[src/rtl/kwd_pkg.sv]
package kwd_pkg;
  localparam int ADDR_W = 4;
  localparam int DATA_W = 16;

  localparam logic [ADDR_W-1:0] A_CTRL = 4'h0;
  localparam logic [ADDR_W-1:0] A_SVC  = 4'h2;
  localparam logic [ADDR_W-1:0] A_STAT = 4'h4;
  localparam logic [ADDR_W-1:0] A_ICR  = 4'h6;
  localparam logic [ADDR_W-1:0] A_MISC = 4'h8;

  localparam logic [DATA_W-1:0] KEY_ARM  = 16'h5555;
  localparam logic [DATA_W-1:0] KEY_FIRE = 16'hAAAA;

  localparam int B_EXTN  = 5;
  localparam int B_SRSN  = 4;
  localparam int B_ROUTE = 3;
  localparam int B_EN    = 2;
  localparam int B_FRZ   = 0;
  localparam int B_TOUT  = 1;
  localparam int B_IE    = 15;
  localparam int B_PREF  = 14;

  localparam int PATH_INT = 0;
  localparam int PATH_EXT = 1;
  localparam int NPATH    = 2;

  typedef struct packed {
    logic [7:0] tmo;
    logic       route;
    logic       en;
    logic       frz;
    logic       frz_lock;
  } ctrl_t;
endpackage

[src/rtl/kwd_svc_check.sv]
module kwd_svc_check
  import kwd_pkg::*;
(
  input  logic              clk,
  input  logic              rst_n,
  input  logic              wr,
  input  logic [DATA_W-1:0] data,
  output logic              armed,
  output logic              reload
);
  // ordered key: first word arms, second word fires only when armed
  always_ff @(posedge clk or negedge rst_n) begin
    if (!rst_n) armed <= 1'b0;
    else if (wr) armed <= (data == KEY_ARM);
  end

  assign reload = wr && (data == KEY_FIRE) && armed;
endmodule

[src/rtl/kwd_countdown.sv]
module kwd_countdown #(
  parameter int W = 8
) (
  input  logic         clk,
  input  logic         rst_n,
  input  logic         run,
  input  logic         tick,
  input  logic         load,
  input  logic [W-1:0] load_val,
  input  logic [W-1:0] lead,
  output logic         expire,
  output logic         near
);
  logic [W-1:0] cnt;
  logic         step;

  assign step   = run && tick;
  assign expire = step && (cnt == '0);
  assign near   = step && (cnt != '0) && ((cnt - W'(1)) == lead);

  always_ff @(posedge clk or negedge rst_n) begin
    if (!rst_n)                cnt <= '1;
    else if (load || expire)   cnt <= load_val;
    else if (step)             cnt <= cnt - W'(1);
  end
endmodule

[src/rtl/kwd_hold.sv]
module kwd_hold #(
  parameter int HOLD = 4
) (
  input  logic clk,
  input  logic rst_n,
  input  logic fire,
  output logic active
);
  localparam int HW = $clog2(HOLD + 1);
  logic [HW-1:0] hcnt;

  always_ff @(posedge clk or negedge rst_n) begin
    if (!rst_n)          hcnt <= '0;
    else if (fire)       hcnt <= HW'(HOLD);
    else if (hcnt != '0) hcnt <= hcnt - HW'(1);
  end

  assign active = (hcnt != '0);
endmodule

[src/rtl/kwd_pdc.sv]
module kwd_pdc #(
  parameter int TICKS = 16
) (
  input  logic clk,
  input  logic rst_n,
  input  logic en,
  input  logic tick,
  output logic pulse
);
  localparam int PW = (TICKS > 1) ? $clog2(TICKS) : 1;
  logic [PW-1:0] cnt;
  logic          done;

  always_ff @(posedge clk or negedge rst_n) begin
    if (!rst_n) begin
      cnt   <= '0;
      done  <= 1'b0;
      pulse <= 1'b0;
    end else begin
      pulse <= 1'b0;
      if (en && !done && tick) begin
        if (cnt == PW'(TICKS - 1)) begin
          done  <= 1'b1;
          pulse <= 1'b1;
        end else begin
          cnt <= cnt + PW'(1);
        end
      end
    end
  end
endmodule

[src/rtl/kwd_top.sv]
module kwd_top
  import kwd_pkg::*;
#(
  parameter int HOLD_CYC  = 4,
  parameter int PDC_TICKS = 16
) (
  input  logic              clk,
  input  logic              por_n,
  input  logic              rst_n,
  input  logic              tick_i,
  input  logic              sleep_i,
  input  logic              bus_wr,
  input  logic [ADDR_W-1:0] bus_addr,
  input  logic [DATA_W-1:0] bus_wdata,
  output logic [DATA_W-1:0] bus_rdata,
  output logic              int_rst_req,
  output logic              ext_rst_n,
  output logic              irq_n
);
  localparam int TW = 8;

  logic          sys_rst_n;
  ctrl_t         ctrl_q;
  logic          ie_q, pref_q, tout_q, pdc_en_q;
  logic [TW-1:0] lead_q, tmo_nxt;
  logic          wr_ctrl, wr_svc, wr_icr, wr_misc;
  logic          en_rise, run, load, expire, near;
  logic          svc_armed, svc_reload, srs_req, pdc_pulse;
  logic          en_w;
  logic [NPATH-1:0] fire, held;
  logic          unused_bits;

  assign sys_rst_n = rst_n & por_n;
  assign unused_bits = ^{bus_wdata[7:6], bus_wdata[1]};

  assign wr_ctrl = bus_wr && (bus_addr == A_CTRL);
  assign wr_svc  = bus_wr && (bus_addr == A_SVC);
  assign wr_icr  = bus_wr && (bus_addr == A_ICR);
  assign wr_misc = bus_wr && (bus_addr == A_MISC);

  assign tmo_nxt = wr_ctrl ? bus_wdata[15:8] : ctrl_q.tmo;
  assign en_rise = wr_ctrl && bus_wdata[B_EN] && !ctrl_q.en;
  assign run     = ctrl_q.en && !(ctrl_q.frz && sleep_i);
  assign load    = svc_reload || en_rise;
  assign srs_req = wr_ctrl && !bus_wdata[B_SRSN];
  assign en_w    = ctrl_q.en;

  // control register: sticky enable, write-once freeze bit
  always_ff @(posedge clk or negedge sys_rst_n) begin
    if (!sys_rst_n) begin
      ctrl_q <= '0;
    end else if (wr_ctrl) begin
      ctrl_q.tmo   <= bus_wdata[15:8];
      ctrl_q.route <= bus_wdata[B_ROUTE];
      if (bus_wdata[B_EN]) ctrl_q.en <= 1'b1;
      if (!ctrl_q.frz_lock) begin
        ctrl_q.frz      <= bus_wdata[B_FRZ];
        ctrl_q.frz_lock <= 1'b1;
      end
    end
  end

  // interrupt control: enable, lead time, write-one-to-clear flag
  always_ff @(posedge clk or negedge sys_rst_n) begin
    if (!sys_rst_n) begin
      ie_q   <= 1'b0;
      lead_q <= '0;
      pref_q <= 1'b0;
    end else begin
      if (wr_icr) begin
        ie_q   <= bus_wdata[B_IE];
        lead_q <= bus_wdata[TW-1:0];
      end
      if (near && ie_q)                  pref_q <= 1'b1;
      else if (wr_icr && bus_wdata[B_PREF]) pref_q <= 1'b0;
    end
  end

  always_ff @(posedge clk or negedge sys_rst_n) begin
    if (!sys_rst_n)                     pdc_en_q <= 1'b1;
    else if (wr_misc && bus_wdata == '0) pdc_en_q <= 1'b0;
  end

  // expiry record lives in the power-on domain only
  always_ff @(posedge clk or negedge por_n) begin
    if (!por_n)       tout_q <= 1'b0;
    else if (expire)  tout_q <= 1'b1;
    else if (srs_req) tout_q <= 1'b0;
  end

  kwd_svc_check u_svc (
    .clk    (clk),
    .rst_n  (sys_rst_n),
    .wr     (wr_svc),
    .data   (bus_wdata),
    .armed  (svc_armed),
    .reload (svc_reload)
  );

  kwd_countdown #(.W(TW)) u_cnt (
    .clk      (clk),
    .rst_n    (sys_rst_n),
    .run      (run),
    .tick     (tick_i),
    .load     (load),
    .load_val (tmo_nxt),
    .lead     (lead_q),
    .expire   (expire),
    .near     (near)
  );

  assign fire[PATH_INT] = (expire && !ctrl_q.route) || srs_req;
  assign fire[PATH_EXT] = (expire &&  ctrl_q.route) || (wr_ctrl && !bus_wdata[B_EXTN]);

  for (genvar g = 0; g < NPATH; g++) begin : g_hold
    kwd_hold #(.HOLD(HOLD_CYC)) u_hold (
      .clk    (clk),
      .rst_n  (sys_rst_n),
      .fire   (fire[g]),
      .active (held[g])
    );
  end

  kwd_pdc #(.TICKS(PDC_TICKS)) u_pdc (
    .clk   (clk),
    .rst_n (sys_rst_n),
    .en    (pdc_en_q),
    .tick  (tick_i),
    .pulse (pdc_pulse)
  );

  assign int_rst_req = held[PATH_INT];
  assign ext_rst_n   = !held[PATH_EXT];
  assign irq_n       = !((pref_q && ie_q) || pdc_pulse);

  always_comb begin
    bus_rdata = '0;
    case (bus_addr)
      A_CTRL: bus_rdata = {ctrl_q.tmo, 2'b00, 2'b11, ctrl_q.route, ctrl_q.en, 1'b0, ctrl_q.frz};
      A_STAT: bus_rdata = {14'b0, tout_q, 1'b0};
      A_ICR:  bus_rdata = {ie_q, pref_q, 6'b0, lead_q};
      A_MISC: bus_rdata = {15'b0, pdc_en_q};
      default: bus_rdata = '0;
    endcase
  end
endmodule

[config.mk]
export PLATFORM = sky130hd
export DESIGN_NAME = kwd_top
export DESIGN_NICKNAME = d
export VERILOG_FILES = /design/src/rtl/kwd_pkg.sv /design/src/rtl/kwd_svc_check.sv /design/src/rtl/kwd_countdown.sv /design/src/rtl/kwd_hold.sv /design/src/rtl/kwd_pdc.sv /design/src/rtl/kwd_top.sv
export SDC_FILE = /design/constraint.sdc
export NUM_CORES = 1
export LEC_CHECK = 0
export BUFFER_PORTS_ARGS = -buffer_cell sky130_fd_sc_hd__buf_2
export CORE_ASPECT_RATIO = 2
export CORE_MARGIN = 1.5
export CORE_UTILIZATION = 45
export CTS_CLUSTER_DIAMETER = 30
export DETAILED_ROUTE_END_ITERATION = 16
export PLACE_DENSITY = 0.66
export SLEW_MARGIN = 10
export SYNTH_ARGS = -nofsm -noshare
export SYNTH_HDL_FRONTEND = slang
export SYNTH_HIERARCHICAL = 1
export SYNTH_SLANG_ARGS = --single-unit
[constraint.sdc]
create_clock -name clk -period 4.7 [get_ports clk]
set_clock_uncertainty 0.15 [all_clocks]
set_input_delay 0.47 -clock clk [delete_from_list [all_inputs] [get_ports clk]]
set_output_delay 0.47 -clock clk [all_outputs]
set_load 0.005 [all_outputs]
Word-level counts from Yosys, hierarchy flattened. Index checks and enable logic that the tools add are counted.

Bits in registers: 45. Logic and storage cells: 98.

Add/subtract/negate cells: 4. Equal/unequal tests: 8. Muxes and demuxes: 14. Bitwise gates (word level): 3. Reduce and logical (&&, ||, !) cells: 52.

Operators by type and width (count): 16-bit one-hot mux with 4 select lines (1); 1-bit logical AND (24); 8-bit two-way mux (3); 16-bit by 15-bit equality test with 1-bit output (second input constant) (1); 16-bit equality test (second input constant) (1); 16-bit zero test (1); 3-bit two-way mux (4); 2-bit nonzero test (5); 4-bit by 3-bit equality test with 1-bit output (second input constant) (2); 4-bit equality test (second input constant) (2); 8-bit equality test (1); 1-bit zero test (8); 8-bit zero test (1); 2-bit AND reduction (4); 8-bit nonzero test (1); 8-bit by 1-bit subtractor with 8-bit output (second input constant) (1); 1-bit two-way mux (6); 3-bit nonzero test (2); 3-bit by 1-bit subtractor with 3-bit output (second input constant) (2); 1-bit logical OR (5); 4-bit by 1-bit adder with 4-bit output (second input constant) (1); 4-bit by 2-bit equality test with 1-bit output (second input constant) (1); 4-bit zero test (1); 1-bit NOT (2); 1-bit AND (1).

Longest topological paths before layout.
Depth in word-level cells: 8. Depth in mapped cells: 10.

By module. Netlist, hierarchy kept.

Modules (own cells, without submodules): kwd_top (times used 1, cells an instance 102, area each 1290.0 µm², sequential area each 601.8 µm²); kwd_countdown (times used 1, cells an instance 100, area each 794.5 µm², sequential area each 210.2 µm²); kwd_hold (times used 2, cells an instance 16, area each 177.7 µm², sequential area each 75.1 µm²); kwd_pdc (times used 1, cells an instance 21, area each 257.7 µm², sequential area each 150.1 µm²); kwd_svc_check (times used 1, cells an instance 17, area each 151.4 µm², sequential area each 25.0 µm²).

Worst setup path after synthesis. No wires, ideal clock.

Path kind: flip-flop to flip-flop. Start: reg u_cnt.cnt[4]. End: reg g_hold[0].u_hold.hcnt[0]. Library setup time: 125 ps. Arrival: 2080 ps. Required time: 4425 ps. Setup slack: 2345 ps. Cell stages (with the launch flop): 9. Buffers on the path: 1. Clock period less this slack: 2355 ps. Cell sequence: dfstp_2 clkbuf_2 nor4_1 nand2_1 nor2_1 inv_1 o21ai_0 and2b_1 mux2_2.

Word-level cells in the longest chain between the ends: 5.

RTL lines: from (decl) (RTL line kwd_countdown.sv:14) `logic [W-1:0] cnt;`; from (signal assigned) (RTL line kwd_countdown.sv:23) `else if (load || expire) cnt <= load_val;`; from (signal assigned) (RTL line kwd_countdown.sv:24) `else if (step) cnt <= cnt - W'(1);`; 8-bit zero test * (RTL line kwd_countdown.sv:18) `assign expire = step && (cnt == '0);`; 1-bit logical AND * (RTL line kwd_countdown.sv:18); net expire (RTL line kwd_top.sv:27) `logic en_rise, run, load, expire, near;`; 1-bit logical AND * (RTL line kwd_top.sv:112) `assign fire[PATH_INT] = (expire && !ctrl_q.route) || srs_req;`; 1-bit logical OR * (RTL line kwd_top.sv:112); net fire[0] (RTL line kwd_top.sv:30) `logic [NPATH-1:0] fire, held;`; 3-bit two-way mux / 2-bit nonzero test (equally long branches); to (signal assigned) (RTL line kwd_hold.sv:14) `else if (fire) hcnt <= HW'(HOLD);`; to (signal assigned) (RTL line kwd_hold.sv:15) `else if (hcnt != '0) hcnt <= hcnt - HW'(1);`; to (decl) (RTL line kwd_hold.sv:10) `logic [HW-1:0] hcnt;`.

Mark *: on every way through the listed nets, which the timed path passes. The rest lies on a longest branch. A chain may end at the register's enable or synchronous reset.

Worst setup path after layout. Same ends and word-level chain as after synthesis.

==> results.tsv <==
metric	value	unit
Leak Pwr	1.52	nW
worst-skew pair later-pin latency	290	ps
EDFF count, synth	0	
combinational share of power	34.9	%
CTS max path bufs	2	
routability cong.	0.971	
clk sink count	45	
Register-to-Register Path Depth	7	
share of cells above drive strength 1	33.4	%
Clock power frac	22.4	%
DR WL/cell	18.2	um
ys async rst share	100	%
status	finished clean	
CP Data Arrival Time	2780	ps
Worst setup startpoint	u_cnt/cnt[4]$_DFFE_PN1P_	
switching share of power	34.8	%
VDD IR max	0.000312	V
Synth area leaders	dfrtp_1 (32%), dfstp_2 (8.3%), mux2_2 (7.9%)	
count of pins over their slew limit	0	
TritonCTS clock tree	built	
pin count of the biggest net entering global routing	45	
Hold Path Class	flop to flop	
Max-Cap Viols	0	
sw power	0.000537	W
Seq/Total Area, Yosys	39.9	%
CP Class	flop to flop	
post-route cell area	0.00328	mm^2
Slew headroom	30.2	%
Root Driver	clkbuf_16	
FF+latch count, synth	45	
post-route setup TNS	0	ps
antenna-violating nets left	0	
Synthesis Warnings	6	
total wire length	7290	um
Yosys cell types	65	
CTS HTree Levels	2	
post-CTS sizing	0	
CP endpoint kind	flop	
post-synthesis cell area	0.00285	mm^2
dpl hpwl	5620	um
DIE AREA	0.00685	mm^2
Power Density	469	mW/mm^2
Fmax	0.362	GHz
worst setup path endpoint	g_hold[0].u_hold/hcnt[0]$_DFFE_PN0P_	
Synth top area share	31.6	%
RSZ-0062 raised after global routing	false	
Net Count, Synth	305	
Final nets	349	
Final period util	58.7	%
final hold vios	0	
endpoints failing setup	0	
# DRC	0	
R2R Path End	g_hold[0].u_hold/hcnt[0]$_DFFE_PN0P_	
GRT Resource Usage Total	23.1	%
first-pass GRT wire length	11700	um
Pre-antenna DRT Iters	4	
PortBufs	44	
DR iter-0 viols	112	
std cell rows	40	
Mean Syn Cell Area	10.5	um^2
DR vias	2302	
Setup WS pre-CTS	1860	ps
type of origin of the critical path	flop	
Vias/cell	5.74	
GRT overflow	0	
R2R Setup Slk	1940	ps
Post-Syn Instances	272	
worst path required time	4730	ps
chip width	59.3	um
Ports	45	
CORE AREA	0.00606	mm^2
start of the worst register-to-register path	u_cnt/cnt[4]$_DFFE_PN1P_	
Die H	116	um
Initial Util	47.0	%
ys flop type	dfrtp_1	
total CTS buffers	5	
crit path max fanout	9	
initial antenna violation count	0	
Area Growth Syn to Fin	15.3	%
Flop pwr share	42.7	%
leading area contributor after synthesis	dfrtp_1	
Tmin final	2760	ps
Post-Place Cell Area	0.00313	mm^2
Power Internal	0.00100	W
final worst setup slack	1940	ps
vias in the first global route	2306	
diode count	0	
Least-Margin Pin Slew	1050	ps
Worst-path clk slew	60	ps
[stage by stage]
step	utilization, %	instances	power [W]	hold WS (ps)
floorplan	-	272	0.00106	24.4
global placement	51.7	392	0.00119	103
detailed placement	51.7	392	0.00120	105
CTS	54.2	401	0.00155	315
global route	54.2	401	0.00164	324
finish	54.2	401	0.00154	313
[repair_timing]
item                                    4_1_cts  5_1_grt
endpoints found under the hold margin         1        0
hold buffers                                  1        0
endpoints found under the setup margin        0        0
buffers inserted                              0        0
[power groups by stage]
stage               clock (W)  combinational, W  sequential, W
global placement            0          0.000530       0.000661
detailed placement          0          0.000538       0.000663
finish               0.000345          0.000538       0.000657
CTS                  0.000353          0.000541       0.000657
floorplan                   0          0.000474       0.000585
global route         0.000366          0.000601       0.000677
[logic make-up after synthesis]
family,after synthesis,synth area share (%)
AOI/OAI and AO/OA,51,13.3
xor gates and xnor gates,10,3.07
adders and majority gates,7,3.07
buffers and inverters,24,3.78
DFF,45,39.9
muxes,32,13.6
and+or+nand+nor,103,23.3
[sequential cells by signal, indices dropped and copies added, names as in the netlist]
| signal | flops |
|---|---|
| en_w | 1 |
| u_pdc/pulse | 1 |
| g_hold.u_hold/hcnt | 6 |
| tout_q | 1 |
| ie_q | 1 |
| ctrl_q | 11 |
| u_pdc/done | 1 |
| pdc_en_q | 1 |
| lead_q | 8 |
| u_svc/armed | 1 |
| u_pdc/cnt | 4 |
| pref_q | 1 |
| u_cnt/cnt | 8 |
[worst min-delay path by stage]
stage,start,end,slack (ps),depth (start not counted)
floorplan,por_n,tout_q$_DFFE_PN0P_,20,0
global placement,por_n,tout_q$_DFFE_PN0P_,100,1
detailed placement,por_n,tout_q$_DFFE_PN0P_,100,1
CTS,u_pdc/done$_DFFE_PN0P_,u_pdc/done$_DFFE_PN0P_,320,1
global route,u_pdc/done$_DFFE_PN0P_,u_pdc/done$_DFFE_PN0P_,320,1
finish,ctrl_q[0]$_DFFE_PN0P_,ctrl_q[0]$_DFFE_PN0P_,310,1
[per-layer routing]
| layer | up-vias | GRT usage (%) | routed length [um] |
|---|---|---|---|
| met5 | - | 0 | 0 |
| met1 | 1152 | 24.7 | 2710 |
| li1 | 1078 | - | - |
| met4 | 0 | 10.9 | 268 |
| met3 | 19 | 3.46 | 218 |
| met2 | 53 | 42.5 | 4100 |
[cells in the mapped netlist (4+ instances only)]
cell type / n
dfrtp_1: 36
nor3b_1: 4
mux2_2: 20
and2_1: 11
xnor2_1: 8
a22o_1: 5
nand3b_1: 4
clkbuf_1: 5
o21ai_0: 10
ha_1: 7
nand3_1: 8
a21o_1: 5
dfstp_2: 9
inv_1: 15
nand2b_1: 4
nor2_1: 18
a21oi_1: 7
nor3_1: 6
nand2_1: 13
mux2_4: 8
nor4bb_1: 4
[cell usage in the layout, fill, tap and decap left out, drive strengths merged, types with 2 or more instances in the layout]
cell     n
a22o     5
a21o     5
or2      3
dfstp    9
clkbuf   5
dfrtp   36
nor4b    4
o22a     3
nor2    19
inv     15
clkinv   2
nor3b    5
a211o    2
a211oi   3
nor4     4
nand3b   4
nor3     6
xor2     2
nand2   14
buf     45
a311oi   2
mux2i    3
ha       7
a21oi    7
and2b    2
o32ai    3
o21ai   11
nand3    8
nor4bb   4
xnor2    8
and2    11
nand2b   6
nor2b    2
nand4    3
or4      3
mux2    29
[worst max-delay path, cell delays in order, from the launching register on]
cell and delay [ps]:
dfstp_2 410, nor4_1 590, nand2_1 300, nor2_1 290
inv_1 60, o21ai_0 360, and2b_1 230, mux2_2 250
[area by class of cell]
type	count	area (um^2)
inverters	15	56.3
flip-flops and latches	45	1140
clock buffers	5	125
repair buffers	46	238
clock inverters	3	17.5
well taps	84	105
multi-input cells	203	1610
fillers	567	2770
(Power assumes the default switching activity.)
